**src/rtl/sbc_pkg.sv**
```systemverilog
package sbc_pkg;

    typedef enum logic [1:0] {
        ST_IDLE  = 2'd0,
        ST_FIRST = 2'd1,
        ST_BURST = 2'd2,
        ST_HOLD  = 2'd3
    } sbc_state_e;

    localparam int BEAT_W = 2;

endpackage

```
**src/rtl/sbc_order.sv**
```systemverilog
module sbc_order
    import sbc_pkg::*;
(
    input  logic [BEAT_W-1:0] start,
    input  logic [BEAT_W-1:0] beat,
    input  logic              interleave,
    output logic [BEAT_W-1:0] lo
);
    always_comb begin
        if (interleave) lo = start ^ beat;
        else            lo = start + beat;
    end
endmodule

```
**src/rtl/sbc_wdec.sv**
```systemverilog
module sbc_wdec #(
    parameter int NB = 2
) (
    input  logic          allow,
    input  logic          gw,
    input  logic          bw_en,
    input  logic [NB-1:0] sel,
    output logic [NB-1:0] stb
);
    for (genvar i = 0; i < NB; i++) begin : g_byte
        assign stb[i] = allow & (gw | (bw_en & sel[i]));
    end
endmodule

```
**src/rtl/sram_burst_ctl.sv**
```systemverilog
module sram_burst_ctl
    import sbc_pkg::*;
#(
    parameter int AW = 18,
    parameter int NB = 2
) (
    input  logic          clk,
    input  logic          rst_n,
    input  logic [AW-1:0] addr_in,
    input  logic          strobe_p,
    input  logic          strobe_c,
    input  logic          adv,
    input  logic          ce,
    input  logic          order_sel,
    input  logic          bw_en,
    input  logic [NB-1:0] byte_sel,
    input  logic          gw,
    output logic [AW-1:0] arr_addr,
    output logic [NB-1:0] arr_wstb,
    output logic          arr_act,
    output logic          arr_rd
);
    localparam int HW = AW - BEAT_W;

    sbc_state_e        state_q, state_d;
    logic [HW-1:0]     hi_q;
    logic [BEAT_W-1:0] start_q, beat_q, lo_q;
    logic [BEAT_W-1:0] beat_nx, lo_step;
    logic [NB-1:0]     wstb_q, stb_d;
    logic              p_go, c_go, load, active, step, allow;

    assign p_go    = strobe_p & ce;
    assign c_go    = strobe_c & ~p_go;
    assign load    = p_go | (c_go & ce);
    assign active  = (state_q != ST_IDLE);
    assign step    = adv & active & ~p_go & ~c_go;
    assign beat_nx = beat_q + 2'd1;
    // processor-started cycles are reads; deselect writes nothing
    assign allow   = c_go ? ce : (~p_go & active);

    sbc_order u_order (
        .start      (start_q),
        .beat       (beat_nx),
        .interleave (order_sel),
        .lo         (lo_step)
    );

    sbc_wdec #(.NB(NB)) u_wdec (
        .allow (allow),
        .gw    (gw),
        .bw_en (bw_en),
        .sel   (byte_sel),
        .stb   (stb_d)
    );

    // next-state logic
    always_comb begin
        state_d = state_q;
        if (p_go)      state_d = ST_FIRST;
        else if (c_go) state_d = ce ? ST_FIRST : ST_IDLE;
        else begin
            unique case (state_q)
                ST_IDLE:                    state_d = ST_IDLE;
                ST_FIRST, ST_BURST, ST_HOLD: state_d = adv ? ST_BURST : ST_HOLD;
                default:                    state_d = ST_IDLE;
            endcase
        end
    end

    // state register
    always_ff @(posedge clk) begin
        if (!rst_n) state_q <= ST_IDLE;
        else        state_q <= state_d;
    end

    // address and strobe registers
    always_ff @(posedge clk) begin
        if (!rst_n) begin
            hi_q    <= '0;
            start_q <= '0;
            beat_q  <= '0;
            lo_q    <= '0;
            wstb_q  <= '0;
        end else begin
            if (load) begin
                hi_q    <= addr_in[AW-1:BEAT_W];
                start_q <= addr_in[BEAT_W-1:0];
                beat_q  <= '0;
                lo_q    <= addr_in[BEAT_W-1:0];
            end else if (step) begin
                beat_q <= beat_nx;
                lo_q   <= lo_step;
            end
            wstb_q <= stb_d;
        end
    end

    assign arr_addr = {hi_q, lo_q};
    assign arr_wstb = wstb_q;
    assign arr_act  = active;
    assign arr_rd   = active & (wstb_q == '0);

    a_r1_idle_no_write: assert property (@(posedge clk) disable iff (!rst_n)
        !arr_act |-> (arr_wstb == '0));
    a_r2_p_start_read: assert property (@(posedge clk) disable iff (!rst_n)
        (strobe_p && ce) |=> (arr_act && arr_wstb == '0));
    a_r4_c_deselect: assert property (@(posedge clk) disable iff (!rst_n)
        (strobe_c && !ce) |=> !arr_act);
    a_r5_upper_kept: assert property (@(posedge clk) disable iff (!rst_n)
        (!(strobe_p && ce) && !strobe_c) |=> $stable(arr_addr[AW-1:BEAT_W]));
    a_r7_suspend_hold: assert property (@(posedge clk) disable iff (!rst_n)
        (arr_act && !(strobe_p && ce) && !strobe_c && !adv) |=> $stable(arr_addr));
    a_r10_global_all: assert property (@(posedge clk) disable iff (!rst_n)
        (strobe_c && ce && !strobe_p && gw) |=> (arr_wstb == {NB{1'b1}}));
    a_r12_idle_stays: assert property (@(posedge clk) disable iff (!rst_n)
        (!arr_act && !strobe_c && !(strobe_p && ce)) |=> !arr_act);
endmodule

```
**config.mk**
```make
export PLATFORM = sky130hd
export DESIGN_NAME = sram_burst_ctl
export DESIGN_NICKNAME = d
export VERILOG_FILES = /design/src/rtl/sbc_pkg.sv /design/src/rtl/sbc_order.sv /design/src/rtl/sbc_wdec.sv /design/src/rtl/sram_burst_ctl.sv
export SDC_FILE = /design/constraint.sdc
export NUM_CORES = 1
export LEC_CHECK = 0
export ABC_AREA = 1
export CORE_MARGIN = 3
export CORE_UTILIZATION = 50
export DETAILED_ROUTE_END_ITERATION = 8
export DONT_BUFFER_PORTS = 1
export MAX_ROUTING_LAYER = met4
export PLACE_DENSITY = 0.73
export SETUP_SLACK_MARGIN = 0.1
export SKIP_LAST_GASP = 1
export SYNTH_ARGS = -nofsm -noshare
export SYNTH_HDL_FRONTEND = slang
export SYNTH_SLANG_ARGS = --single-unit
export TNS_END_PERCENT = 10
```
**constraint.sdc**
```tcl
create_clock -name clk -period 1.4 [get_ports clk]
set_input_delay 0.28 -clock clk [delete_from_list [all_inputs] [get_ports clk]]
set_output_delay 0.28 -clock clk [all_outputs]
set_load 0.01 [all_outputs]
```
==> results.py, run 1 <==
metrics = {
    "worst_setup_path": {
        "end_kind": "primary output",
        "cp_num_buf_inv": 1,
        "crit_slowest_cell": "dfxtp_1",
        "critPathRequiredTime_ps": 1120,
        "critical_path.max_stage_delay_ps": 340,
        "cp_cell_sequence": "inv_1 > nand2_2 > nor3b_4",
        "worst-path-max-fanout": 3,
        "cp.arrival_ps": 1000,
        "cp_top_family": "flip-flops",
        "worst-setup-path-type": "reg -> out",
        "startpoint_type": "register",
    },
    "drt": {
        "vias": 905,
        "ant_nets": 0,
        "post_drt_via_cell_ratio": 5.26,
        "drtIter0Drc": 13,
        "routedWlPerCell_um": 13.0,
        "drc_errors": 0,
        "drt-pass1-iter-count": 4,
        "wirelength_mm": 2.23,
    },
    "run_status": {
        "status": "completed",
    },
    "global_routing": {
        "grt-ovfl-total": 0,
        "antenna_found_initial": 0,
        "met2_usage_pct": 29.1,
        "use_met3_pct": 5.98,
        "grt_max_degree": 18,
        "met1_usage_pct": 19.5,
        "grt_pass1_wl_mm": 3.49,
        "grt.total_usage_pct": 17.4,
        "grt-busiest-layer": "met2",
        "grt_pass1_vias": 859,
    },
    "timing": {
        "slew_violations": 0,
        "setup_tns_ps": 0,
        "slew_headroom_pct": 79.0,
        "clock.fmax_mhz": 783,
        "setup_violations": 0,
        "final_period_minus_worst_setup_slack_ps": 1280,
        "finalHoldViolations": 0,
        "skew_ps": 7.79,
        "fin_crit_sh_pct": 91.2,
        "tightestPinTransition_ps": 315,
        "rsz0062_at_grt": "true",
    },
    "layout": {
        "layout_commonest_cell": "nand2_1",
        "stdcell_area_mm2": 0.00117,
        "final_cell_mix": "51 x nand2_1, 26 x dfxtp_1, 23 x a21oi_1",
        "final_cells": 172,
        "drive_gt1_share_pct": 11.7,
        "fillers": 180,
        "fin_nets": 176,
        "n_antenna_cell": 0,
        "area_growth_pct": 8.61,
    },
    "cts": {
        "cts.sinks": 26,
        "cts_htree_levels": 1,
        "cts_buffer_depth": 2,
        "numCtsBuffers": 3,
        "clkTransAtPathRegs_ps": 140,
        "clockRootBuffer": "clkbuf_4",
        "cts_tree": "built",
        "clkLatencyLatePin_ps": 310,
    },
    "placed_design": {
        "gp_congestion": 0.763,
        "dpl.cell_count": 167,
        "dpl_cell_area_mm2": 0.00109,
        "port_buffers": 0,
        "hpwl_mm": 1.66,
    },
    "job": {
        "maxCapViolCount": 0,
    },
    "synth": {
        "yosysSeqAreaShare_pct": 48.4,
        "synth_seq_cells": 26,
        "ys_types": 19,
        "syn_area_mm2": 0.00107,
        "yosys-top-cells-area": "dfxtp_1 48%, nand2_1 18%, a21oi_1 11%",
        "synth_nets": 171,
        "synthCells": 141,
        "synth_area_leader_cell": "dfxtp_1",
        "yosys_warnings": 0,
        "avgSynthCellArea_um2": 7.62,
        "synth_top_area_share_pct": 48.4,
    },
    "die": {
        "die_w_um": 52.4,
        "dieHeight_um": 52.4,
        "ios": 51,
        "start_util_pct": 53.7,
        "core_mm2": 0.00200,
        "rows": 16,
        "die_area_mm2": 0.00274,
    },
    "power_and_ir_drop": {
        "p_per_area_mw_per_mm2": 1260,
        "static-leakage-power_uw": 0.000497,
        "ir_drop_mv": 0.789,
    },
    "worst_hold_path": {
        "holdCritPathClass": "in -> reg",
    },
}
==> layout make-up <==
cell class,count,area [um2],area share [%]
flip-flops and latches,26,520,44.6
multi-input cells,97,474,40.6
clock inverters,1,30.0,2.57
clock buffers,3,22.5,1.93
repair buffers,5,37.5,3.22
inverters,13,48.8,4.18
well taps,27,33.8,2.89
==> cells in the mapped netlist <==
library cell  number
nand3_1            4
clkbuf_1           2
xor2_1             1
a21oi_2            1
nand4_2            1
nand3_2            2
dfxtp_1           26
nor2_1             7
nand3b_1           1
o21ai_4            1
ha_1               1
inv_2              1
inv_1             12
buf_8              1
nand2_1           52
a21oi_1           23
nor3b_1            1
o21ai_0            2
buf_6              2
==> worst paths after layout <==
path	start	depth (start not counted)	to	slack [ps]
worst max-delay path	state_q[1]	3	arr_rd	120
worst min-delay path	rst_n	2	lo_q[1]	80
worst max register to register	beat_q[0]	7	lo_q[1]	230
worst min register to register	start_q[0]	2	start_q[0]	500
==> flip-flops by register name, summed over array words and instances (netlist names) <==
signal / cells
start_q: 2
beat_q: 2
state_q: 2
arr_wstb: 2
lo_q: 2
hi_q: 16
==> cells by family after synthesis <==
family,after synthesis,share of synthesized area [%]
AO/OA/AOI/OAI,27,14.0
adder cells (fa/ha/maj),1,1.16
flip-flops,26,48.4
AND/OR/NAND/NOR,68,26.9
XOR/XNOR,1,0.815
buffers and inverters,18,8.73
==> routing by layer <==
layer  up-vias  wire [um]  part of all wire (%)
met3         2        231                    10
met5         -          0                     0
li1        455          -                     -
met2        38       1110                    50
met4         0          8                  0.36
met1       410        886                    40
==> per-stage QoR <==
step                hold slack (ps)  power (uW)  worst slack (ps)  util [%]
CTS                            67.9        1480               117      57.9
detailed placement              413         977               279      54.6
global route                   48.8        1560              39.0      58.3
global placement                406         970               300      54.6
floorplan                       393         952               291         -
finish                         79.7        1470               123      58.3
==> power breakdown <==
part | total [uW] | leakage [uW] | internal [uW] | switching [uW]
sequential | 821 | 0.000213 | 780 | 41.2
combinational | 148 | 0.000256 | 59.8 | 88.2
clock | 503 | 0.0000279 | 289 | 214
==> timing repair <==
action,CTS,global route
setup endpoints to repair,1,2
gates cloned,0,0
hold buffers,0,0
pin swaps,0,1
buffers inserted,0,1
gates resized for setup,3,0
No activity file was read; power rests on OpenSTA's default activity.
==> run 2: changes to the inputs <==
--- a/config.mk
+++ b/config.mk
@@ -6,10 +6,10 @@
 export NUM_CORES = 1
 export LEC_CHECK = 0
 export ABC_AREA = 1
-export CORE_MARGIN = 3
 export CORE_UTILIZATION = 50
 export DETAILED_ROUTE_END_ITERATION = 8
 export DONT_BUFFER_PORTS = 1
+export HOLD_SLACK_MARGIN = 0.06
 export MAX_ROUTING_LAYER = met4
 export PLACE_DENSITY = 0.73
 export SETUP_SLACK_MARGIN = 0.1
==> run 2 against run 1 <==
- total power up 0.76%
- critical path depth stayed put
- clock power grew 1%
- final cell count is 1.2% higher
- combinational power grew 3%
- via count fell by 2.2%
- non-clock buffer count is 2 higher
- worst setup slack lost 8.2 ps
- sequential share of layout area shrank 0.78 points
- design area increased by 2.0%
- sequential cell count unchanged
- critical path type unchanged
==> results.py, run 2 (synthesis gave the netlist of run 1 again) <==
metrics = {
    "timing": {
        "fin_crit_sh_pct": 91.8,
        "hold_slack_ps": 77.6,
        "skew_ps": 2.84,
        "slew_violations": 0,
        "rsz0062_at_grt": "true",
        "setup_violations": 0,
        "final_period_minus_worst_setup_slack_ps": 1290,
        "finalHoldViolations": 0,
        "clock.fmax_mhz": 778,
        "slew_headroom_pct": 59.2,
        "setup_tns_ps": 0,
        "tightestPinTransition_ps": 611,
    },
    "drt": {
        "post_drt_via_cell_ratio": 5.09,
        "drt-pass1-iter-count": 4,
        "routedWlPerCell_um": 11.8,
        "wirelength_mm": 2.05,
        "ant_nets": 0,
        "drtIter0Drc": 10,
        "drc_errors": 0,
        "vias": 885,
    },
    "layout": {
        "final_cell_mix": "51 x nand2_1, 25 x dfxtp_1, 23 x a21oi_1",
        "stdcell_area_mm2": 0.00119,
        "fin_nets": 178,
        "layout_commonest_cell": "nand2_1",
        "top_register": "hi_q",
        "largest_reg_flops": 16,
        "area_growth_pct": 10.8,
        "final_cells": 174,
        "n_antenna_cell": 0,
        "fillers": 185,
        "drive_gt1_share_pct": 12.2,
    },
    "power_and_ir_drop": {
        "swShare_pct": 23.6,
        "power.switching_uw": 351,
        "static-leakage-power_uw": 0.000506,
        "total_power_uw": 1480,
        "p_int_uw": 1130,
        "ir_drop_mv": 0.771,
        "p_per_area_mw_per_mm2": 1250,
        "seqPwrFrac_pct": 55.3,
        "combPwrFrac_pct": 10.3,
        "power_frac_clock_pct": 34.4,
    },
    "worst_setup_path": {
        "critical_path.max_stage_delay_ps": 350,
        "worst-path-max-fanout": 3,
        "end_kind": "primary output",
        "cp_cell_sequence": "inv_2 > nand2_2 > nor3b_4",
        "critPathRequiredTime_ps": 1120,
        "crit_slowest_cell": "dfxtp_2",
        "startpoint_type": "register",
        "cp.arrival_ps": 1010,
        "worst-setup-path-type": "reg -> out",
    },
    "die": {
        "rows": 16,
        "core_mm2": 0.00198,
        "die_w_um": 48.4,
        "die_area_mm2": 0.00234,
        "dieHeight_um": 48.4,
        "ios": 51,
        "start_util_pct": 54.2,
    },
    "global_routing": {
        "antenna_found_initial": 0,
        "grt_pass1_vias": 835,
        "grt_pass1_wl_mm": 3.37,
        "grt.total_usage_pct": 18.6,
        "grt-ovfl-total": 0,
        "grt_max_degree": 21,
    },
    "cts": {
        "cts_buffer_depth": 2,
        "cts.sinks": 26,
        "cts_htree_levels": 1,
        "clockRootBuffer": "clkbuf_4",
        "numCtsBuffers": 3,
        "clkTransAtPathRegs_ps": 140,
        "cts_tree": "built",
        "clkLatencyLatePin_ps": 310,
    },
    "placed_design": {
        "gp_congestion": 0.715,
        "dpl_cell_area_mm2": 0.00109,
        "port_buffers": 0,
        "dpl.cell_count": 166,
        "hpwl_mm": 1.51,
    },
    "run_status": {
        "status": "completed",
    },
    "job": {
        "maxCapViolCount": 0,
    },
    "worst_hold_path": {
        "holdCritPathClass": "in -> reg",
    },
}
## run 2: area by class of cell
class	instances	area [um2]	share of cell area (%)
Clock inverter	1	30.0	2.52
Clock buffer	3	22.5	1.89
Inverter	13	48.8	4.10
Multi-Input combinational cell	97	474	39.8
Tap cell	27	33.8	2.84
Sequential cell	26	522	43.8
Timing Repair Buffer	7	60.1	5.04
## run 2: per-stage QoR
step                worst slack, ps  util (%)
CTS                             128      58.6
global route                   49.2      60.1
finish                          114      60.1
global placement                295      54.8
floorplan                       291         -
detailed placement              246      54.8
## run 2: power by group through the flow
stage	registers (uW)	logic [uW]	clock network, uW
after floorplan	830	122	0
after global placement	835	132	0
after detailed placement	836	138	0
after CTS	821	145	522
after global routing	826	173	556
final	821	152	510
## run 2: critical path, delay by kind of cell (launching register included)
family | cells | cell delay, ps
buffers and inverters | 1 | 30
DFF | 1 | 350
and+or+nand+nor | 2 | 320
## run 2: worst paths after layout
kind                                 start          to  slack [ps]  cells after the start
worst max-delay path            state_q[1]      arr_rd         110                      3
worst min-delay path                 rst_n  start_q[1]          80                      2
worst max register to register   beat_q[0]     lo_q[1]         250                      7
worst min register to register  start_q[0]  start_q[0]         480                      2
## run 2: repair_timing
item	in CTS	in global routing
setup buffers	0	1
hold buffers	1	2
endpoints found under the hold margin	1	2
pin swaps	0	1
setup endpoints to repair	1	1
resized for setup	3	2
## run 2: per-layer routing
metal	vias up	wire [um]	part of all wire [%]	track usage (%)
li1	458	-	-	-
met1	394	880	43	20.0
met2	31	1030	50	34.0
met3	2	128	6.2	4.40
met4	0	7	0.34	4.90
met5	-	0	0	-
